==> config.mk <==
export PLATFORM = sky130hd
export DESIGN_NAME = stream_loader
export DESIGN_NICKNAME = d
export VERILOG_FILES = /design/src/rtl/stream_loader_pkg.sv /design/src/rtl/sl_history.sv /design/src/rtl/sl_term_detect.sv /design/src/rtl/stream_loader.sv
export SDC_FILE = /design/constraint.sdc
export NUM_CORES = 1
export LEC_CHECK = 0
export BUFFER_PORTS_ARGS = -buffer_cell sky130_fd_sc_hd__buf_2
export CAP_MARGIN = 30
export CORE_MARGIN = 4
export CORE_UTILIZATION = 55
export CTS_CLUSTER_DIAMETER = 60
export CTS_CLUSTER_SIZE = 16
export DETAILED_ROUTE_END_ITERATION = 8
export PLACE_DENSITY_LB_ADDON = 0.15
export SYNTH_ARGS = -nofsm -noshare
export SYNTH_HDL_FRONTEND = slang
export SYNTH_SLANG_ARGS = --single-unit
==> constraint.sdc <==
create_clock -name clk -period 2.1 [get_ports clk]
set_clock_uncertainty 0.05 [all_clocks]
set_input_delay 0.42 -clock clk [delete_from_list [all_inputs] [get_ports clk]]
set_output_delay 0.42 -clock clk [all_outputs]
set_load 0.03 [all_outputs]
==> src/rtl/stream_loader_pkg.sv <==
package stream_loader_pkg;

    typedef enum logic [1:0] {
        ST_LOAD   = 2'd0,
        ST_PATCH  = 2'd1,
        ST_LAUNCH = 2'd2,
        ST_HALT   = 2'd3
    } ld_state_e;

    // bytes appended by the patch terminator: opcode, low address, high address
    localparam int PATCH_LEN = 3;
    // bytes held back before the first real write
    localparam int HIST_DEPTH = 2;

endpackage

==> src/rtl/sl_history.sv <==
module sl_history #(
    parameter int DW = 8
) (
    input  logic          clk,
    input  logic          rst,
    input  logic          shift,
    input  logic [DW-1:0] din,
    output logic [DW-1:0] older,
    output logic [DW-1:0] newer,
    output logic [1:0]    fill
);

    typedef struct packed {
        logic [DW-1:0] older;
        logic [DW-1:0] newer;
        logic [1:0]    fill;
    } hist_t;

    hist_t hist_d, hist_q;

    always_comb begin
        hist_d = hist_q;
        if (shift) begin
            hist_d.older = hist_q.newer;
            hist_d.newer = din;
            if (hist_q.fill != 2'd2) begin
                hist_d.fill = hist_q.fill + 2'd1;
            end
        end
    end

    always_ff @(posedge clk) begin
        if (rst) begin
            hist_q <= '0;
        end else begin
            hist_q <= hist_d;
        end
    end

    assign older = hist_q.older;
    assign newer = hist_q.newer;
    assign fill  = hist_q.fill;

endmodule

==> src/rtl/sl_term_detect.sv <==
module sl_term_detect #(
    parameter int              DW         = 8,
    parameter logic [2*DW-1:0] TERM_RUN   = 16'hEDC3,
    parameter logic [2*DW-1:0] TERM_PATCH = 16'hEDBF
) (
    input  logic [DW-1:0] hi,
    input  logic [DW-1:0] lo,
    input  logic          hi_valid,
    output logic          hit_run,
    output logic          hit_patch
);

    localparam int NUM_CODES = 2;
    localparam logic [2*DW-1:0] CODES [NUM_CODES] = '{TERM_RUN, TERM_PATCH};

    logic [NUM_CODES-1:0] hit;
    logic [2*DW-1:0]      word;

    assign word = {hi, lo};

    for (genvar g = 0; g < NUM_CODES; g++) begin : g_cmp
        assign hit[g] = hi_valid && (word == CODES[g]);
    end

    assign hit_run   = hit[0];
    assign hit_patch = hit[1];

endmodule

==> src/rtl/stream_loader.sv <==
module stream_loader #(
    parameter int              AW           = 16,
    parameter int              DW           = 8,
    parameter logic [AW-1:0]   LOAD_BASE    = 16'h0FFE,
    parameter logic [AW-1:0]   ENTRY_ADDR   = 16'h1000,
    parameter logic [2*DW-1:0] TERM_RUN     = 16'hEDC3,
    parameter logic [2*DW-1:0] TERM_PATCH   = 16'hEDBF,
    parameter logic [DW-1:0]   JUMP_OP      = 8'hC3,
    parameter logic [2*DW-1:0] RESTART_ADDR = 16'h0000
) (
    input  logic          clk,
    input  logic          rst,
    input  logic          in_valid,
    input  logic [DW-1:0] in_data,
    output logic          in_ready,
    output logic          mem_we,
    output logic [AW-1:0] mem_addr,
    output logic [DW-1:0] mem_wdata,
    output logic          start,
    output logic [AW-1:0] start_addr
);
    import stream_loader_pkg::*;

    localparam logic [1:0] FULL     = 2'(HIST_DEPTH);
    localparam logic [1:0] LAST_IDX = 2'(PATCH_LEN - 1);

    typedef struct packed {
        ld_state_e     state;
        logic [1:0]    pidx;
        logic [AW-1:0] ptr;
        logic          we;
        logic [AW-1:0] waddr;
        logic [DW-1:0] wdata;
        logic          start;
    } loader_t;

    loader_t cur_q, nxt_d;

    logic          accept;
    logic [DW-1:0] h_older;
    logic [DW-1:0] h_newer;
    logic [1:0]    h_fill;
    logic          hit_run;
    logic          hit_patch;

    function automatic logic [DW-1:0] patch_byte(input logic [1:0] idx);
        case (idx)
            2'd0:    patch_byte = JUMP_OP;
            2'd1:    patch_byte = RESTART_ADDR[DW-1:0];
            default: patch_byte = RESTART_ADDR[2*DW-1:DW];
        endcase
    endfunction

    assign in_ready = (cur_q.state == ST_LOAD);
    assign accept   = in_valid && in_ready;

    sl_history #(.DW(DW)) u_hist (
        .clk   (clk),
        .rst   (rst),
        .shift (accept),
        .din   (in_data),
        .older (h_older),
        .newer (h_newer),
        .fill  (h_fill)
    );

    // word after the shift: previous newest byte high, incoming byte low
    sl_term_detect #(
        .DW         (DW),
        .TERM_RUN   (TERM_RUN),
        .TERM_PATCH (TERM_PATCH)
    ) u_term (
        .hi        (h_newer),
        .lo        (in_data),
        .hi_valid  (h_fill != 2'd0),
        .hit_run   (hit_run),
        .hit_patch (hit_patch)
    );

    always_comb begin
        nxt_d       = cur_q;
        nxt_d.we    = 1'b0;
        nxt_d.start = 1'b0;
        case (cur_q.state)
            ST_LOAD: begin
                if (accept) begin
                    nxt_d.we    = (h_fill == FULL);
                    nxt_d.waddr = cur_q.ptr;
                    nxt_d.wdata = h_older;
                    nxt_d.ptr   = cur_q.ptr + 1'b1;
                    if (hit_run) begin
                        nxt_d.state = ST_LAUNCH;
                    end else if (hit_patch) begin
                        nxt_d.state = ST_PATCH;
                        nxt_d.pidx  = 2'd0;
                    end
                end
            end
            ST_PATCH: begin
                nxt_d.we    = 1'b1;
                nxt_d.waddr = cur_q.ptr;
                nxt_d.wdata = patch_byte(cur_q.pidx);
                nxt_d.ptr   = cur_q.ptr + 1'b1;
                if (cur_q.pidx == LAST_IDX) begin
                    nxt_d.state = ST_LAUNCH;
                end else begin
                    nxt_d.pidx = cur_q.pidx + 2'd1;
                end
            end
            ST_LAUNCH: begin
                nxt_d.start = 1'b1;
                nxt_d.state = ST_HALT;
            end
            default: begin
                nxt_d.state = ST_HALT;
            end
        endcase
    end

    always_ff @(posedge clk) begin
        if (rst) begin
            cur_q       <= '0;
            cur_q.state <= ST_LOAD;
            cur_q.ptr   <= LOAD_BASE;
        end else begin
            cur_q <= nxt_d;
        end
    end

    assign mem_we     = cur_q.we;
    assign mem_addr   = cur_q.waddr;
    assign mem_wdata  = cur_q.wdata;
    assign start      = cur_q.start;
    assign start_addr = ENTRY_ADDR;

endmodule

==> metrics.md <==
| Metric | Value |
|---|---|
| CP Class | `reg2reg` |
| Final HPWL DP | `3720 um` |
| Die Height | `80.7 um` |
| First-pass GRT wire length | `9160 um` |
| Area occupied by registers | `1280 sq um` |
| Post-CTS Hold Buffers | `0` |
| Final Critical Period | `1860 ps` |
| Vias in the first global route | `1988` |
| MaxCap Viol Count | `0` |
| Sw Ratio | `27.3%` |
| CTS buffer count | `9` |
| Startpoint Class | `flop` |
| Reg power frac | `48.3%` |
| Post-Syn Area | `2900 sq um` |
| Yosys reg bits | `64` |
| Clk buf depth | `2` |
| Post-DR wirelength/cell | `12.9 um` |
| Via Count | `2242` |
| Async S/R FF share, synth | `0%` |
| Starting Density | `56.9%` |
| Clock slew at reported path FFs | `70 ps` |
| Post-synth cell types | `45` |
| Final routed DRC violation total | `0` |
| Port buffer count | `37` |
| Drt pass-1 iters | `4` |
| CP arrival | `2080 ps` |
| Total wire length | `5610 um` |
| Unrepaired setup endpoints after global routing | `no` |
| Die width | `80.7 um` |
| Synth warn | `0` |
| Worst path cell trace | `ha_1, nand3_1, or2_1, or4_1, a21oi_1` |
| Final Cycle Share | `88.4%` |
| Sum Neg Setup Slack | `0 ps` |
| Layout cell share with drive strength beyond 1 | `17.3%` |
| Clock sink count | `64` |
| Peak VDD IR | `456 uV` |
| CP max stage delay | `530 ps` |
| Setup Fix Bufs, Post-CTS | `0` |
| Req. time, crit path | `2320 ps` |
| Gate power share | `12.9%` |
| EDFF count, synth | `0` |
| Fin nets | `376` |
| Multi-input combinational cell area | `1260 sq um` |
| Clk_lat worst skew | `340 ps` |
| RD Place Congestion | `0.798` |
| Final ANT Viol Nets | `0` |
| Int Power | `2.00 mW` |
| Crit path max fanout | `7` |
| Mapped Cells | `351` |
| Diode count | `0` |
| Leak Pwr | `1.27 nW` |
| Register area share after synthesis | `44.1%` |
| DR iter-0 viols | `138` |
| # resized after CTS | `0` |
| Layout fillers | `493` |
| Global route overflow | `0` |
| Core area | `5110 sq um` |
| Slew Limit Fails | `0` |
| Row count | `26` |
| Final hold vios | `0` |
| Post-layout util | `60.5%` |
| Fmax | `539 MHz` |
| Clock group share of total power | `38.8%` |
| Gr usage total | `18.3%` |
| CP Capture Type | `flop` |
| Slowest library cell on the worst path | `or4_1` |
| Setup-failing EPs final | `0` |
| Largest net degree at the start of global routing | `30` |
| P_sw | `0.750 mW` |
| Initial antenna violation count | `0` |
| Ports | `54` |
| Die Area | `6510 sq um` |
| Routed vias/inst | `5.15` |
| Area growth, synth to finish | `6.46%` |
| Avg Cell Area, Syn | `8.27 sq um` |
| Outcome | `finished clean` |
| CTS tree | `done` |
| Predominant post-synthesis flop cell | `dfxtp_1` |
| Power Density | `890 nW/um^2` |
| CTS H-tree depth | `3` |
| Root Buffer | `clkbuf_8` |
| Hold WC Path Type | `in2reg` |
area by class of cell:
| class | count | area share (%) |
|---|---|---|
| flip-flops and latches | 64 | 41.4 |
| multi-input cells | 234 | 40.8 |
| repair buffers | 44 | 7.69 |
| clock buffers | 13 | 5.14 |
| well taps | 70 | 2.83 |
| clock inverters | 3 | 1.30 |
| inverters | 7 | 0.850 |
power by group through the flow:
stage / clock [mW] / sequential (mW) / combinational [mW]
floorplan: 0 / 1.34 / 0.327
global placement: 0 / 1.35 / 0.348
detailed placement: 0 / 1.35 / 0.353
CTS: 1.09 / 1.33 / 0.356
global route: 1.14 / 1.34 / 0.396
finish: 1.07 / 1.33 / 0.355
cell usage after synthesis (all sizes together) (2+ instances only):
cell type  number  area [sq um]
nand2          78           293
dfxtp          64          1280
a21oi          47           235
buf            46           335
clkbuf         14          53.8
nor2           11          41.3
a22oi           9          67.6
nand3           9          45.0
inv             6          22.5
ha              5          62.6
nand4           4          31.3
nor3            4          20.0
o21ai           4          20.0
o31ai           4          30.0
or4             4          30.0
xnor2           4          35.0
xor2            4          35.0
a21o            3          22.5
nand4b          3          26.3
a32oi           2          17.5
and2            2          12.5
and3            2          12.5
and4            2          17.5
conb            2          7.51
nor2b           2          12.5
or3             2          12.5
critical path, delay by kind of cell, from the launching register on:
family	cells	cell delay (ps)
DFF	1	410
AOI/OAI and AO/OA	1	150
and+or+nand+nor	3	960
adders and majority gates	1	220
cells by family after synthesis:
logic type      after synthesis  share of synthesized area (%)
compound gates               77                           16.3
buf+inv                      67                           14.3
mux                           1                          0.388
other cells                   2                          0.259
xor+xnor                      8                           2.41
simple gates                127                           20.1
fa+ha+maj                     5                           2.15
flops                        64                           44.1
placed cells by master (no fill, tap or decap), types with 3 or more instances in the layout:
cell type and n:
buf_2 37, nand4b_1 3, nor3_1 4, xor2_1 4
a21oi_1 47, or4_1 4, buf_4 7, xnor2_1 4
o21ai_0 4, dfxtp_1 64, nand3_1 9, a22oi_1 9
ha_1 5, inv_1 6, conb_1 16, o31ai_1 4
nand4_1 3, a21o_1 3, nand2_1 78, nor2_1 11
clkbuf_8 11
worst paths after layout:
kind                            depth (start not counted)  slack (ps)               to   startpoint
worst max register to register                          5         240        cur_q[40]    cur_q[26]
worst min-delay path                                    3         280  u_hist.newer[7]   in_data[7]
worst min register to register                          2         400      mem_addr[0]  mem_addr[0]
worst max-delay path                                    5         240        cur_q[40]    cur_q[26]
layer usage:
metal / part of all wire [%] / GRT usage [%] / up-vias
li1: - / - / 1152
met1: 50 / 25.2 / 1022
met2: 43 / 26.7 / 60
met3: 5.4 / 4.93 / 8
met4: 1.4 / 7.60 / 0
met5: 0 / 0 / -
per-stage QoR:
stage	std cells	power, mW	setup slack (ps)	hold WS, ps	cell area, sq um
finish	435	2.75	243	282	3090
detailed placement	419	1.71	248	393	2890
CTS	435	2.77	242	270	3090
global route	435	2.87	118	288	3090
global placement	419	1.70	321	389	2890
floorplan	365	1.67	163	387	2960
registers in the layout, summed over array words and instances, names as in the netlist:
signal	cells
cur_q	20
mem_addr	16
mem_wdata	8
mem_we	1
start	1
u_hist.fill	2
u_hist.newer	8
u_hist.older	8
No activity file was read; power rests on OpenSTA's default activity.
